<file path="src/rtl/pwmt_pkg.sv">
`timescale 1ns/1ps
package pwmt_pkg;

  localparam int unsigned CTRL_OFS = 8;

  // per-channel control as seen by a counter
  typedef struct packed {
    logic run;
    logic load;
    logic inv;
    logic rep;
  } chan_ctl_t;

  // nibble base inside the control word: one empty nibble after channel 0
  function automatic int unsigned nib_lsb(input int unsigned ch);
    return (ch == 0) ? 0 : 4 * (ch + 1);
  endfunction

  // repeat bit: sits in the polarity slot for the last (pinless) channel
  function automatic int unsigned rep_bit(input int unsigned ch, input int unsigned last);
    return (ch == last) ? nib_lsb(ch) + 2 : nib_lsb(ch) + 3;
  endfunction

  function automatic int unsigned cnt_ofs(input int unsigned ch);
    return 12 + 12 * ch;
  endfunction

  function automatic int unsigned cmp_ofs(input int unsigned ch);
    return 16 + 12 * ch;
  endfunction

endpackage

</file>
<file path="src/rtl/pwmt_regs.sv">
`timescale 1ns/1ps
module pwmt_regs
  import pwmt_pkg::*;
#(
  parameter int NCHAN = 5,
  parameter int CW    = 32,
  parameter int AW    = 8,
  parameter int DW    = 32
) (
  input  logic                        clk,
  input  logic                        rst_n,
  input  logic                        wr_en,
  input  logic [AW-1:0]               addr,
  input  logic [DW-1:0]               wdata,
  output logic [DW-1:0]               rdata,
  output chan_ctl_t [NCHAN-1:0]       ctl,
  output logic [NCHAN-1:0][CW-1:0]    cnt_buf,
  output logic [NCHAN-1:0][CW-1:0]    cmp_buf
);

  localparam int LAST = NCHAN - 1;

  function automatic logic [DW-1:0] build_mask();
    logic [DW-1:0] m;
    m = '0;
    for (int c = 0; c < NCHAN; c++) begin
      m[nib_lsb(c)]     = 1'b1;
      m[nib_lsb(c) + 1] = 1'b1;
      m[nib_lsb(c) + 2] = 1'b1;
      if (c != LAST) m[nib_lsb(c) + 3] = 1'b1;
    end
    return m;
  endfunction

  function automatic logic [DW-1:0] build_reset();
    logic [DW-1:0] m;
    m = '0;
    for (int c = 0; c < LAST; c++) m[nib_lsb(c) + 2] = 1'b1;
    return m;
  endfunction

  localparam logic [DW-1:0] CTRL_MASK = build_mask();
  localparam logic [DW-1:0] CTRL_RST  = build_reset();

  logic [DW-1:0] ctrl_q;
  wire ctrl_hit = (addr == AW'(CTRL_OFS));

  always_ff @(posedge clk or negedge rst_n) begin
    if (!rst_n)                ctrl_q <= CTRL_RST;
    else if (wr_en && ctrl_hit) ctrl_q <= wdata & CTRL_MASK;
  end

  for (genvar c = 0; c < NCHAN; c++) begin : g_ch
    localparam int NB = nib_lsb(c);
    localparam int RB = rep_bit(c, LAST);
    wire cnt_hit = (addr == AW'(cnt_ofs(c)));
    wire cmp_hit = (addr == AW'(cmp_ofs(c)));

    always_ff @(posedge clk or negedge rst_n) begin
      if (!rst_n) begin
        cnt_buf[c] <= '0;
        cmp_buf[c] <= '0;
      end else if (wr_en) begin
        if (cnt_hit) cnt_buf[c] <= wdata[CW-1:0];
        if (cmp_hit) cmp_buf[c] <= wdata[CW-1:0];
      end
    end

    assign ctl[c].run  = ctrl_q[NB];
    assign ctl[c].load = ctrl_q[NB+1];
    if (c == LAST) begin : g_nopin
      assign ctl[c].inv = 1'b0;
    end else begin : g_pin
      assign ctl[c].inv = ctrl_q[NB+2];
    end
    assign ctl[c].rep  = ctrl_q[RB];
  end

  always_comb begin
    rdata = '0;
    if (ctrl_hit) rdata = ctrl_q;
    for (int c = 0; c < NCHAN; c++) begin
      if (addr == AW'(cnt_ofs(c))) rdata = DW'(cnt_buf[c]);
      if (addr == AW'(cmp_ofs(c))) rdata = DW'(cmp_buf[c]);
    end
  end

  // unused control bits never read back as one
  a_r2_gap_zero: assert property (@(posedge clk) disable iff (!rst_n)
    ctrl_hit |-> ((rdata & ~CTRL_MASK) == '0));

  // buffers move only on a write cycle
  a_r10_buf_hold: assert property (@(posedge clk) disable iff (!rst_n)
    !wr_en |=> ($stable(cnt_buf) && $stable(cmp_buf)));

endmodule

</file>
<file path="src/rtl/pwmt_counter.sv">
`timescale 1ns/1ps
module pwmt_counter
  import pwmt_pkg::*;
#(
  parameter int CW      = 32,
  parameter bit HAS_OUT = 1'b1
) (
  input  logic          clk,
  input  logic          rst_n,
  input  logic          tick,
  input  chan_ctl_t     ctl,
  input  logic [CW-1:0] cnt_buf,
  input  logic [CW-1:0] cmp_buf,
  output logic          pwm,
  output logic          expire
);

  logic [CW-1:0] cnt_q, cmp_q;
  logic          done_q, exp_q;

  wire at_zero = (cnt_q == '0);
  wire step    = ctl.run && tick && !ctl.load && !done_q;
  wire fire    = step && at_zero;

  always_ff @(posedge clk or negedge rst_n) begin
    if (!rst_n) begin
      cnt_q  <= '0;
      cmp_q  <= '0;
      done_q <= 1'b0;
      exp_q  <= 1'b0;
    end else begin
      exp_q <= fire;
      if (ctl.load) begin
        cnt_q  <= cnt_buf;
        cmp_q  <= cmp_buf;
        done_q <= 1'b0;
      end else if (step) begin
        if (at_zero) begin
          if (ctl.rep) begin
            cnt_q <= cnt_buf;
            cmp_q <= cmp_buf;
          end else begin
            done_q <= 1'b1;
          end
        end else begin
          cnt_q <= cnt_q - 1'b1;
        end
      end
    end
  end

  assign expire = exp_q;

  if (HAS_OUT) begin : g_out
    wire raw = (cmp_q == '1) || (cnt_q > cmp_q);
    assign pwm = (ctl.run && raw) ^ ctl.inv;

    // full-duty compare keeps the pin at its active level
    a_r8_full_duty: assert property (@(posedge clk) disable iff (!rst_n)
      (ctl.run && cmp_q == '1) |-> (pwm == !ctl.inv));
  end else begin : g_noout
    assign pwm = 1'b0;
  end

  // load copies both buffers
  a_r4_load_copy: assert property (@(posedge clk) disable iff (!rst_n)
    ctl.load |=> (cnt_q == $past(cnt_buf) && cmp_q == $past(cmp_buf)));

  // no tick or no run means the counter holds
  a_r5_hold: assert property (@(posedge clk) disable iff (!rst_n)
    ((!tick || !ctl.run) && !ctl.load) |=> $stable(cnt_q));

  // an expiry pulse follows a zero count
  a_r6_expire_zero: assert property (@(posedge clk) disable iff (!rst_n)
    exp_q |-> ($past(cnt_q) == '0));

  // one-shot stop parks the counter at zero
  a_r7_oneshot: assert property (@(posedge clk) disable iff (!rst_n)
    (exp_q && !$past(ctl.rep)) |-> (cnt_q == '0 && done_q));

endmodule

</file>
<file path="src/rtl/pwm_timer_bank.sv">
`timescale 1ns/1ps
module pwm_timer_bank
  import pwmt_pkg::*;
#(
  parameter int NCHAN = 5,
  parameter int CW    = 32,
  parameter int AW    = 8,
  parameter int DW    = 32
) (
  input  logic             clk,
  input  logic             rst_n,
  input  logic [NCHAN-1:0] tick_i,
  input  logic             reg_wr,
  input  logic [AW-1:0]    reg_addr,
  input  logic [DW-1:0]    reg_wdata,
  output logic [DW-1:0]    reg_rdata,
  output logic [NCHAN-2:0] pwm_o,
  output logic [NCHAN-1:0] expire_o
);

  localparam int NOUT = NCHAN - 1;

  chan_ctl_t [NCHAN-1:0]    ctl;
  logic [NCHAN-1:0][CW-1:0] cnt_buf, cmp_buf;
  logic [NCHAN-1:0]         pwm_all;

  pwmt_regs #(.NCHAN(NCHAN), .CW(CW), .AW(AW), .DW(DW)) u_regs (
    .clk     (clk),
    .rst_n   (rst_n),
    .wr_en   (reg_wr),
    .addr    (reg_addr),
    .wdata   (reg_wdata),
    .rdata   (reg_rdata),
    .ctl     (ctl),
    .cnt_buf (cnt_buf),
    .cmp_buf (cmp_buf)
  );

  for (genvar c = 0; c < NCHAN; c++) begin : g_chan
    pwmt_counter #(.CW(CW), .HAS_OUT(c < NOUT)) u_cnt (
      .clk     (clk),
      .rst_n   (rst_n),
      .tick    (tick_i[c]),
      .ctl     (ctl[c]),
      .cnt_buf (cnt_buf[c]),
      .cmp_buf (cmp_buf[c]),
      .pwm     (pwm_all[c]),
      .expire  (expire_o[c])
    );
  end

  assign pwm_o = pwm_all[NOUT-1:0];

  // the pinless channel never drives a level
  a_r9_no_pin: assert property (@(posedge clk) disable iff (!rst_n)
    pwm_all[NCHAN-1] == 1'b0);

endmodule

</file>
<file path="config.mk">
export PLATFORM = sky130hd
export DESIGN_NAME = pwm_timer_bank
export DESIGN_NICKNAME = d
export VERILOG_FILES = /design/src/rtl/pwmt_pkg.sv /design/src/rtl/pwmt_regs.sv /design/src/rtl/pwmt_counter.sv /design/src/rtl/pwm_timer_bank.sv
export SDC_FILE = /design/constraint.sdc
export NUM_CORES = 1
export LEC_CHECK = 0
export BUFFER_PORTS_ARGS = -buffer_cell sky130_fd_sc_hd__buf_2
export CAP_MARGIN = 5
export CORE_MARGIN = 10
export CORE_UTILIZATION = 60
export DETAILED_ROUTE_END_ITERATION = 8
export PLACE_DENSITY_LB_ADDON = 0.2
export SETUP_SLACK_MARGIN = 0.1
export SLEW_MARGIN = 5
export SYNTH_ARGS = -nofsm -noshare
export SYNTH_HDL_FRONTEND = slang
export SYNTH_SLANG_ARGS = --single-unit
</file>
<file path="constraint.sdc">
create_clock -name clk -period 3 [get_ports clk]
set_input_delay 0.3 -clock clk [delete_from_list [all_inputs] [get_ports clk]]
set_output_delay 0.3 -clock clk [all_outputs]
set_load 0.02 [all_outputs]
</file>
Word level (Yosys, flattened, before mapping)
Cells that the tools add are included.
{ "totals": {"regBits": 637, "latch_bits": 0, "mem_bits_rw": 0, "romBits": 0, "word_cells": 217, "memories": 0} }
{ "op_classes": {"n_addsub": 5, "n_mul": 0, "n_div": 0, "magnitude_cmp": 4, "n_eq_ne": 25, "n_shift": 0, "muxes": 67, "bitwise_logic": 4, "reduce_logical": 82} }
{ "op_table": {"columns": ["cell", "count"], "rows": [
  ["$mux W32", 46],
  ["$logic_not A32 Y1", 5],
  ["$sub A32 B1 Y32 const B", 5],
  ["$eq A32 B32 Y1 const B", 4],
  ["$gt A32 B32 Y1", 4],
  ["$eq A8 B6 Y1 const B", 5],
  ["$reduce_and A2 Y1", 15],
  ["$reduce_bool A2 Y1", 14],
  ["$reduce_and A3 Y1", 9],
  ["$logic_and A1 B1 Y1", 25],
  ["$eq A8 B5 Y1 const B", 3],
  ["$mux W23", 1],
  ["$mux W1", 20],
  ["$eq A8 B4 Y1 const B", 2],
  ["$ne A3 B3 Y1 const B", 5],
  ["$logic_not A1 Y1", 10],
  ["$ne A2 B2 Y1 const B", 5],
  ["$eq A8 B7 Y1 const B", 1],
  ["$logic_or A1 B1 Y1", 4],
  ["$xor A1 B1 Y1", 4]
]} }

Longest topological paths before layout
Gate-level depths: netlist of the first run.
{ "depth": {"word_depth": 12, "depth_mapped": 10, "ltp_nobuf": 8} }

Hierarchy
A second synthesis of the first run with hierarchy kept.
{ "hier_totals": {"cells_unflattened": 3484, "hier_area_um2": 36194.7} }
{ "modules_own_cells": {"columns": ["mod", "n_inst", "cells_per_inst", "area_each_um2"], "rows": [
  ["pwmt_regs", 1, 1305, 16274.4],
  ["pwmt_counter (g_chan[0].u_cnt ...)", 3, 472, 4319.1],
  ["pwmt_counter (g_chan[3].u_cnt)", 1, 476, 4340.4],
  ["pwmt_counter (g_chan[4].u_cnt)", 1, 283, 2592.5],
  ["pwm_timer_bank", 1, 4, 30.0]
]} }

Least setup slack after synthesis of the first run
Ideal clock, no wire load.
{ "synth_path": {"path_type": "input-to-output", "from": "input port reg_addr[7]", "to": "output port reg_rdata[25]", "arrival_ns": 2.615, "required_ns": 2.700, "path_slack_ns": 0.085, "path_stages": 9, "cell_sequence": "clkbuf_1 or4b_2 clkbuf_1 nor3_1 buf_2 o21ai_0 a22oi_1 o22ai_1 a31oi_1"} }
{ "synth_between": {"elab_chain_len": 11} }
{ "synth_lines": {"columns": ["item", "line_no", "rtl"], "rows": [
  ["start: declaration", "pwm_timer_bank.sv:14", "input logic [AW-1:0] reg_addr,"],
  ["$eq A8 B4 Y1", "pwmt_regs.sv:83", "if (addr == AW'(cnt_ofs(c))) rdata = DW'(cnt_buf[c]);"],
  ["$mux W32", "pwmt_regs.sv:83", null],
  ["$mux W32", "pwmt_regs.sv:84", "if (addr == AW'(cmp_ofs(c))) rdata = DW'(cmp_buf[c]);"],
  ["$mux W32", "pwmt_regs.sv:83", null],
  ["$mux W32", "pwmt_regs.sv:84", null],
  ["$mux W32", "pwmt_regs.sv:83", null],
  ["$mux W32", "pwmt_regs.sv:84", null],
  ["$mux W32", "pwmt_regs.sv:83", null],
  ["$mux W32", "pwmt_regs.sv:84", null],
  ["$mux W32", "pwmt_regs.sv:83", null],
  ["$mux W32 *", "pwmt_regs.sv:84", null],
  ["end: declaration", "pwm_timer_bank.sv:16", "output logic [DW-1:0] reg_rdata,"]
]} }
Every way passes the cells marked *; elsewhere a longest branch is shown, timed or not.

Final worst setup path of the first run
{ "layout_path": {"from": "register g_chan[1].u_cnt.cmp_q[27]", "to": "output port pwm_o[1]"} }
{ "layout_between": {"elab_chain_len": 4} }
{ "layout_lines": {"columns": ["item", "line_no", "rtl"], "rows": [
  ["start: declaration", "pwmt_counter.sv:18", "logic [CW-1:0] cnt_q, cmp_q;"],
  ["start signal: assignment", "pwmt_counter.sv:35", "cmp_q <= cmp_buf;"],
  ["start signal: assignment", "pwmt_counter.sv:41", "cmp_q <= cmp_buf;"],
  ["$gt A32 B32 Y1 or $eq A32 B32 Y1 (tied branches)", "pwmt_counter.sv:55", "wire raw = (cmp_q == '1) || (cnt_q > cmp_q);"],
  ["$logic_or A1 B1 Y1 *", "pwmt_counter.sv:55", null],
  ["$logic_and A1 B1 Y1 *", "pwmt_counter.sv:56", "assign pwm = (ctl.run && raw) ^ ctl.inv;"],
  ["$xor A1 B1 Y1 *", "pwmt_counter.sv:56", null],
  ["end: declaration", "pwm_timer_bank.sv:17", "output logic [NCHAN-2:0] pwm_o,"]
]} }
Marks and branches as above.

==> results by group, run 1 <==
Outcome
  – Result of the run: finished, violations left
  – Violations in the final reports: negative setup slack

Routing
  – Post-route antenna net violation count: 0
  – Wire length per cell: 31.0 um
  – Number of detailed-routing iterations run before antenna repair: 6
  – Routed WL: 139 mm
  – Via count of the routed design: 31,300
  – Detailed router's first-iteration violation count: 4,308
  – Number of DRC violations after detailed routing: 0
  – Vias per Instance: 7.01

Hold path
  – Class of the tightest hold or removal check: input port to flip-flop
  – Cell depth of the worst hold path: 3
  – Worst hold path startpoint: tick_i[4]
  – Endpoint with the worst hold slack: g_chan[4].u_cnt.expire

Finish
  – Number of standard cells in the layout, taps in and fillers out: ~4,500
  – Layout cell share with drive strength beyond 1: 31.1%
  – Number of nets at the end of the flow: 3,819
  – Growth of design area from synthesis to finish: 18.0%
  – Final core occ: 71.4%

Logic synthesis
  – Share of synthesized area occupied by flip-flops and latches: 45.7%
  – Number of instances in the synthesized netlist: between 3,000 and 4,000
  – Compound-gate portion of the synthesized area: 15.9%
  – Simple-gate portion of the synthesized area: 12.5%
  – Prevailing post-synth register cell: sky130_fd_sc_hd__dfrtp_1
  – Number of storage elements in the synthesis netlist: about 640
  – Number of warnings reported in the yosys synthesis log: 0
  – Distinct cells, synth: 83
  – Synth Cell Area: 34,900 sq um
  – Main combinational cell family by area after synthesis: multiplexers
  – Post-Synth Adder-Cell Area: 4.95%
  – Net count after synthesis: approximately 3,600
  – Xor/xnor cell area share of the yosys netlist: 0.100%
  – Average instance area after synthesis: between 10 and 15 sq um
  – Multiplexer area fraction after synthesis: 16.4%
  – Share of flip-flops with an asynchronous set or reset: 100%
  – Number of enable-type register cells in the synthesized netlist: 0

Timing
  – Final hold violation count: 0
  – Final worst-path setup slack: -217 ps
  – Clock period minus worst slack: 3220 ps
  – Max Clk Rate: 311 MHz
  – Clk_skew: 29.2 ps
  – Hold WS: between 40 and 50 ps
  – Transition time at the pin with the least slew margin: 761 ps
  – RSZ-0062 raised after global routing: true
  – Total of endpoints with negative setup slack in the final report: 4
  – Count of pins over their slew limit: 0
  – Worst slew margin relative to its limit: 49.3%
  – Period utilisation layout: 107%

Floorplanning
  – Overall die height: about 260 um
  – Die Footprint: between 60,000 and 70,000 sq um
  – Width of the die: 261 um
  – Ports: 89
  – Initial Utilization: slightly above 60%
  – Row count: 88
  – Core Region: 57,700 sq um

Clock network
  – Source-to-sink clock delay at the later pin of the worst-skew pair: 630 ps
  – TritonCTS buffer count: between 70 and 80
  – TritonCTS clock tree: yes
  – Deepest clock path buffer count: 3
  – Clock root buffer: sky130_fd_sc_hd__clkbuf_16
  – Clock slew at the register clock pins of the worst setup and hold paths: 60 ps
  – Sinks on Clock Net: approximately 640
  – Deepest level of the CTS H-tree: 3

Worst setup path
  – Worst path cell trace: inv_1, ha_4, buf_4, a211oi_2, o22ai_1, o41ai_2, a22o_1, a31oi_1, xor2_1, buf_4
  – Endpoint of the lowest-slack register-to-register path: g_chan[3].u_cnt.cmp_q[13]
  – Worst path required time: 2700 ps
  – Biggest cell delay along the critical path: ~450 ps
  – Critical Path AT: 2920 ps
  – Most common cell type on the critical path: sky130_fd_sc_hd__buf_4
  – Startpoint type of the worst setup path: flip-flop
  – Number of cells traversed by the worst register-to-register path: 8
  – Critical-path cell with the highest stage delay: sky130_fd_sc_hd__o41ai_2
  – Kind of end point of the critical path: primary output
  – Setup slack of the most critical reg-to-reg path: 180 ps
  – R2R Path Start: g_chan[3].u_cnt.cnt_q[10]
  – Critical path type: flip-flop to primary output
  – Largest fanout of any net on the critical path: 2

Placed design
  – Total placed cells including tap cells: 4,243
  – Weighted congestion at the end of routability-driven global placement: 1.03
  – PortBufs: 88
  – HPWL Detailed: a little over 100 mm

GRT
  – Via count of the first global-routing pass: between 30,000 and 40,000
  – Initial antenna violation count: 14
  – GRT overflow: 0
  – Wire length of the first global-routing pass: 202 mm
  – Maximum number of pins on one net before global-route repair: 99
  – Global router's overall resource usage: 40.0%

Run
  – # Max-Cap Violations: 0

Pwr
  – Power density over cell area: around 610 nW/um^2
  – Leakage power of the design: 19.1 nW
  – Worst supply voltage drop on vdd: approximately 0.00054 V
## synth_stat cells, drive strengths merged (37+ instances only)
cell / instances / area share (%)
dfrtp: 633 / 45
mux2: 476 / 15
o21ai: 282 / 4.0
a21oi: 252 / 3.6
nor2: 243 / 2.6
inv: 172 / 1.8
nand2: 160 / 1.7
clkbuf: 139 / 1.5
ha: 138 / 4.9
nor3: 87 / 1.2
nand3: 86 / 1.2
buf: 83 / 1.1
nand4: 77 / 1.4
a22oi: 55 / 1.2
nor4: 55 / 1.1
a31oi: 39 / 0.74
mux2i: 37 / 1.1
## per-stage QoR
stage	setup TNS, ps	instance area (sq um)	worst slack [ps]	total power, W
3_5_place_dp	0	37100	81.2	0.0151
3_3_place_gp	0	37100	100	0.0148
6_report	-544	41200	-217	0.0253
4_1_cts	-383	40500	-119	0.0249
5_1_grt	-914	41200	-294	0.0262
2_1_floorplan	0	34900	141	0.0131
## kinds of logic (layout without fill, tap and decap cells)
group / after synthesis / in the layout
muxes: 513 / 513
DFF: 637 / 637
buffers and inverters: 394 / 641
other: 0 / 10
xor gates and xnor gates: 4 / 4
and+or+nand+nor: 862 / 862
AOI/OAI and AO/OA: 894 / 894
adders and majority gates: 138 / 138
## final cells by class
cell class	instances	area [sq um]
Fill cell	4144	16500
Inverter	172	646
Sequential cell	637	16000
Timing Repair Buffer	340	2700
Antenna cell	10	25.0
Clock buffer	95	2050
Multi-Input combinational cell	2411	18300
Tap cell	765	957
Clock inverter	34	454
## layout by cell type (no fill, tap or decap), types with 22 or more instances in the layout
master and instances:
sky130_fd_sc_hd__nand3_1 84, sky130_fd_sc_hd__o22ai_1 30, sky130_fd_sc_hd__a22oi_1 53, sky130_fd_sc_hd__nand2_1 160, sky130_fd_sc_hd__ha_1 109, sky130_fd_sc_hd__buf_12 25
sky130_fd_sc_hd__nand4_1 77, sky130_fd_sc_hd__nor4_1 39, sky130_fd_sc_hd__buf_4 226, sky130_fd_sc_hd__buf_2 83, sky130_fd_sc_hd__nor2b_1 22, sky130_fd_sc_hd__nor3_1 82
sky130_fd_sc_hd__o211ai_1 26, sky130_fd_sc_hd__a21oi_1 243, sky130_fd_sc_hd__ha_4 28, sky130_fd_sc_hd__o21ai_0 271, sky130_fd_sc_hd__dfrtp_1 588, sky130_fd_sc_hd__o22a_1 33
sky130_fd_sc_hd__mux2_2 476, sky130_fd_sc_hd__nor2_1 238, sky130_fd_sc_hd__or3_1 22, sky130_fd_sc_hd__dfrtp_2 44, sky130_fd_sc_hd__a31oi_1 33, sky130_fd_sc_hd__inv_1 156
sky130_fd_sc_hd__clkbuf_16 74, sky130_fd_sc_hd__mux2i_1 37
## flip-flops by register name, indices dropped and copies added (netlist names)
name	cells
g_chan.u_cnt.cnt_q	160
u_regs.cnt_buf	160
u_regs.cmp_buf	160
g_chan.u_cnt.done_q	5
g_chan.u_cnt.expire	5
g_chan.u_cnt.cmp_q	128
u_regs.ctrl_q	19
## how the worst max path moves through the flow
stage                               end  cells past startpoint                 startpoint  slack (ps)
after floorplan           reg_rdata[29]                      9                reg_addr[7]         140
after global placement    reg_rdata[30]                     10                reg_addr[5]         100
after detailed placement  reg_rdata[30]                     10                reg_addr[5]          80
after CTS                      pwm_o[3]                      7  g_chan[3].u_cnt.cnt_q[27]        -120
after global routing           pwm_o[1]                     11  g_chan[1].u_cnt.cmp_q[26]        -290
final                          pwm_o[1]                     10  g_chan[1].u_cnt.cmp_q[27]        -220
## metal layers
metal  up-vias  wire length (um)  GRT usage, %
li1      13100                 -             -
met1     15600             52500          51.8
met2      2076             60700          59.5
met3       487             15100          10.8
met4        12             10200          24.3
met5         -                82             0
## report_power, final
group / leakage [nW] / switching, W / internal [W]
registers: 8.62 / 0.00108 / 0.00926
clock network: 1.24 / 0.00376 / 0.00569
logic: 9.21 / 0.00322 / 0.00227
## critical path, delay by kind of cell, from the launching register on
| family | cells | cell delay, ps |
|---|---|---|
| compound gates | 5 | 1100 |
| xor+xnor | 1 | 210 |
| fa+ha+maj | 1 | 200 |
| buf+inv | 3 | 410 |
| flops | 1 | 390 |
## repair_timing
item | CTS | global route
endpoints found under the setup margin | 12 | 103
pin swaps | 39 | 32
hold buffers | 2 | 0
resized for setup | 105 | 91
cloned | 0 | 1
endpoints found under the hold margin | 63 | 0
buffers inserted | 49 | 30
Power figures use the tool's default switching activity.
==> run 2, diff against run 1 <==
--- a/config.mk
+++ b/config.mk
@@ -10,3 +10,3 @@
 export CORE_MARGIN = 10
-export CORE_UTILIZATION = 60
+export CORE_UTILIZATION = 40
 export DETAILED_ROUTE_END_ITERATION = 8
@@ -18 +18,2 @@
 export SYNTH_SLANG_ARGS = --single-unit
+export TNS_END_PERCENT = 30
--- a/constraint.sdc
+++ b/constraint.sdc
@@ -3,2 +3,2 @@
 set_output_delay 0.3 -clock clk [all_outputs]
-set_load 0.02 [all_outputs]
+set_load 0.1 [all_outputs]
==> results by group, run 2 (synthesis results as in run 1) <==
Hold path
  – Cell depth of the worst hold path: 5 (was 3)
  – Endpoint with the worst hold slack: g_chan[0].u_cnt.done_q (was g_chan[4].u_cnt.expire)
  – Class of the tightest hold or removal check: input port to flip-flop (unchanged)
  – Worst hold path startpoint: tick_i[0] (was tick_i[4])

Pwr
  – Leakage power of the design: 19.4 nW (was 19.1 nW)
  – Worst supply voltage drop on vdd: 0.000536 V (was 0.000540 V)
  – Power density over cell area: 599 nW/um^2 (was 614 nW/um^2)

Worst setup path
  – Largest fanout of any net on the critical path: 4 (was 2)
  – Biggest cell delay along the critical path: 470 ps (was 450 ps)
  – Kind of cell with the highest combined delay on the critical path: simple AND/OR/NAND/NOR gates (was compound AO/OA/AOI/OAI gates)
  – Worst path required time: 2700 ps (about the same)
  – Setup slack of the most critical reg-to-reg path: 210 ps (was 180 ps)
  – Number of cells traversed by the worst register-to-register path: 7 (was 8)
  – Critical Path AT: 2980 ps (was 2920 ps)
  – Buffers & Inverters on Critical Path: 2 (was 3)
  – Critical path type: flip-flop to primary output (unchanged)
  – Startpoint type of the worst setup path: flip-flop (unchanged)
  – Worst path cell trace: ha_1, nand4_1, nor4_4, nor2b_4, o31ai_2, a31oi_1, xor2_1, buf_4, buf_12 (was inv_1, ha_4, buf_4, a211oi_2, o22ai_1, o41ai_2, a22o_1, a31oi_1, xor2_1, buf_4)
  – Kind of end point of the critical path: primary output (unchanged)
  – R2R Path Start: g_chan[2].u_cnt.cnt_q[18] (was g_chan[3].u_cnt.cnt_q[10])
  – Critical-path cell with the highest stage delay: sky130_fd_sc_hd__dfrtp_1 (was sky130_fd_sc_hd__o41ai_2)
  – Endpoint of the lowest-slack register-to-register path: g_chan[2].u_cnt.cmp_q[19] (was g_chan[3].u_cnt.cmp_q[13])

Finish
  – Number of nets at the end of the flow: 3,849 (was 3,819)
  – Largest registers ranked by flip-flop count: g_chan.u_cnt.cnt_q (160), u_regs.cmp_buf (160), u_regs.cnt_buf (160) (unchanged)
  – Growth of design area from synthesis to finish: 21.8% (was 18.0%)
  – Number of standard cells in the layout, taps in and fillers out: 4,882 (was 4,464)
  – Post-Layout Inst Area: 42,500 sq um (was 41,200 sq um)
  – Layout cell share with drive strength beyond 1: 31.3% (was 31.1%)
  – Fill cells: 8,011 (was 4,144)
  – Most common library cell in the layout ignoring fill and taps: sky130_fd_sc_hd__dfrtp_1 (unchanged)
  – Highest-count cells in the layout ignoring fill and taps: sky130_fd_sc_hd__dfrtp_1, sky130_fd_sc_hd__mux2_2, sky130_fd_sc_hd__o21ai_0 (unchanged)

Timing
  – Final hold violation count: 0 (unchanged)
  – RSZ-0062 raised after global routing: true (unchanged)
  – Worst slew margin relative to its limit: 32.8% (was 49.3%)
  – Total of endpoints with negative setup slack in the final report: 4 (unchanged)
  – Final worst-path setup slack: -281 ps (was -217 ps)
  – Clk_skew: 20.5 ps (was 29.2 ps)
  – Transition time at the pin with the least slew margin: 1010 ps (was 761 ps)
  – Clock period minus worst slack: 3280 ps (was 3220 ps)
  – Period utilisation layout: 109% (was 107%)
  – Count of pins over their slew limit: 0 (unchanged)
  – Setup TNS: -839 ps (was -544 ps)
  – Max Clk Rate: 305 MHz (was 311 MHz)

Floorplanning
  – Row count: 108 (was 88)
  – Core Region: 86,600 sq um (was 57,700 sq um)
  – Ports: 89 (unchanged)
  – Initial Utilization: 40.3% (was 60.5%)
  – Overall die height: 315 um (was 261 um)
  – Width of the die: 315 um (was 261 um)
  – Die Footprint: 99,500 sq um (was 68,200 sq um)

GRT
  – Via count of the first global-routing pass: 28,200 (was 30,100)
  – Global router's overall resource usage: 26.6% (was 40.0%)
  – Initial antenna violation count: 12 (was 14)
  – GRT overflow: 0 (unchanged)
  – Maximum number of pins on one net before global-route repair: 101 (was 99)
  – Wire length of the first global-routing pass: 197 mm (was 202 mm)

Clock network
  – TritonCTS clock tree: yes (unchanged)
  – Clock root buffer: sky130_fd_sc_hd__clkbuf_16 (unchanged)
  – Deepest level of the CTS H-tree: 3 (unchanged)
  – Deepest clock path buffer count: 3 (unchanged)
  – Source-to-sink clock delay at the later pin of the worst-skew pair: 640 ps (was 630 ps)
  – TritonCTS buffer count: 75 (was 71)
  – Clock slew at the register clock pins of the worst setup and hold paths: 60 ps (about the same)
  – Sinks on Clock Net: 637 (unchanged)

Routing
  – Number of detailed-routing iterations run before antenna repair: 8 (was 6)
  – Detailed router's first-iteration violation count: 3,108 (was 4,308)
  – Wire length per cell: 27.7 um (was 31.0 um)
  – Via count of the routed design: 29,700 (was 31,300)
  – Post-route antenna net violation count: 0 (unchanged)
  – Number of DRC violations after detailed routing: 0 (unchanged)
  – Routed WL: 135 mm (was 139 mm)
  – Vias per Instance: 6.08 (was 7.01)

Run
  – # Max-Cap Violations: 0 (unchanged)

Placed design
  – HPWL Detailed: 101 mm (about the same)
  – Post-placement setup slack: -23.5 ps (was 81.2 ps)
  – Weighted congestion at the end of routability-driven global placement: 0.987 (was 1.03)
  – Cell area after placement: 38,600 sq um (was 37,100 sq um)
  – PortBufs: 88 (unchanged)
  – Total placed cells including tap cells: 4,670 (was 4,243)

Outcome
  – Result of the run: finished, violations left (unchanged)
  – Violations in the final reports: negative setup slack (unchanged)
run 2: layout make-up:
cell class | instances | area [sq um] | share of cell area, %
Multi-Input combinational cell | 2411 | 18400 | 43.3
Sequential cell | 637 | 16000 | 37.6
Timing Repair Buffer | 366 | 3430 | 8.07
Clock buffer | 105 | 2220 | 5.23
Tap cell | 1155 | 1450 | 3.40
Inverter | 172 | 646 | 1.52
Clock inverter | 33 | 374 | 0.880
Antenna cell | 3 | 7.51 | 0.0177
run 2: power by group:
| part | total (W) | switching (W) | internal, W |
|---|---|---|---|
| clock network | 0.00963 | 0.00390 | 0.00573 |
| registers | 0.0102 | 0.000947 | 0.00926 |
| logic | 0.00565 | 0.00327 | 0.00238 |
run 2: worst max-delay path by stage:
stage	from	end	slack, ps	cells after the start
floorplan	reg_addr[3]	reg_rdata[11]	-280	5
global placement	reg_addr[5]	reg_rdata[22]	-9	8
detailed placement	reg_addr[5]	reg_rdata[22]	-20	8
CTS	g_chan[0].u_cnt.cnt_q[8]	pwm_o[0]	-320	8
global route	g_chan[1].u_cnt.cmp_q[27]	pwm_o[1]	-430	10
finish	g_chan[1].u_cnt.cnt_q[23]	pwm_o[1]	-280	9
run 2: worst reg2reg max path: stages, from the launching register on:
cell and delay [ps]:
sky130_fd_sc_hd__dfrtp_1 420, sky130_fd_sc_hd__or4_4 600, sky130_fd_sc_hd__or3_4 420, sky130_fd_sc_hd__or3_4 420, sky130_fd_sc_hd__nor2_4 160, sky130_fd_sc_hd__a31oi_4 110
sky130_fd_sc_hd__buf_12 210, sky130_fd_sc_hd__mux2_2 330
run 2: what timing repair did:
item	in CTS	in global routing
gates resized for setup	68	86
setup endpoints to repair	9	50
pin swaps	32	39
hold endpoints to repair	109	0
buffers inserted	33	35
hold buffers	3	0
run 2: routing by layer:
metal	up-vias	share of wire, %	track usage (%)
li1	13200	-	-
met4	4	4.3	9.98
met1	15000	43	36.6
met3	237	7.5	4.52
met5	-	0.017	0
met2	1179	45	41.6
run 2: through the flow:
stage | hold WS, ps | power [W] | utilization, %
final | 115 | 0.0255 | 49.1
after detailed placement | 253 | 0.0153 | 44.6
after CTS | 91.8 | 0.0253 | 48.3
after global routing | 120 | 0.0266 | 49.1
after floorplan | 4.41 | 0.0132 | -
after global placement | 253 | 0.0152 | 44.6
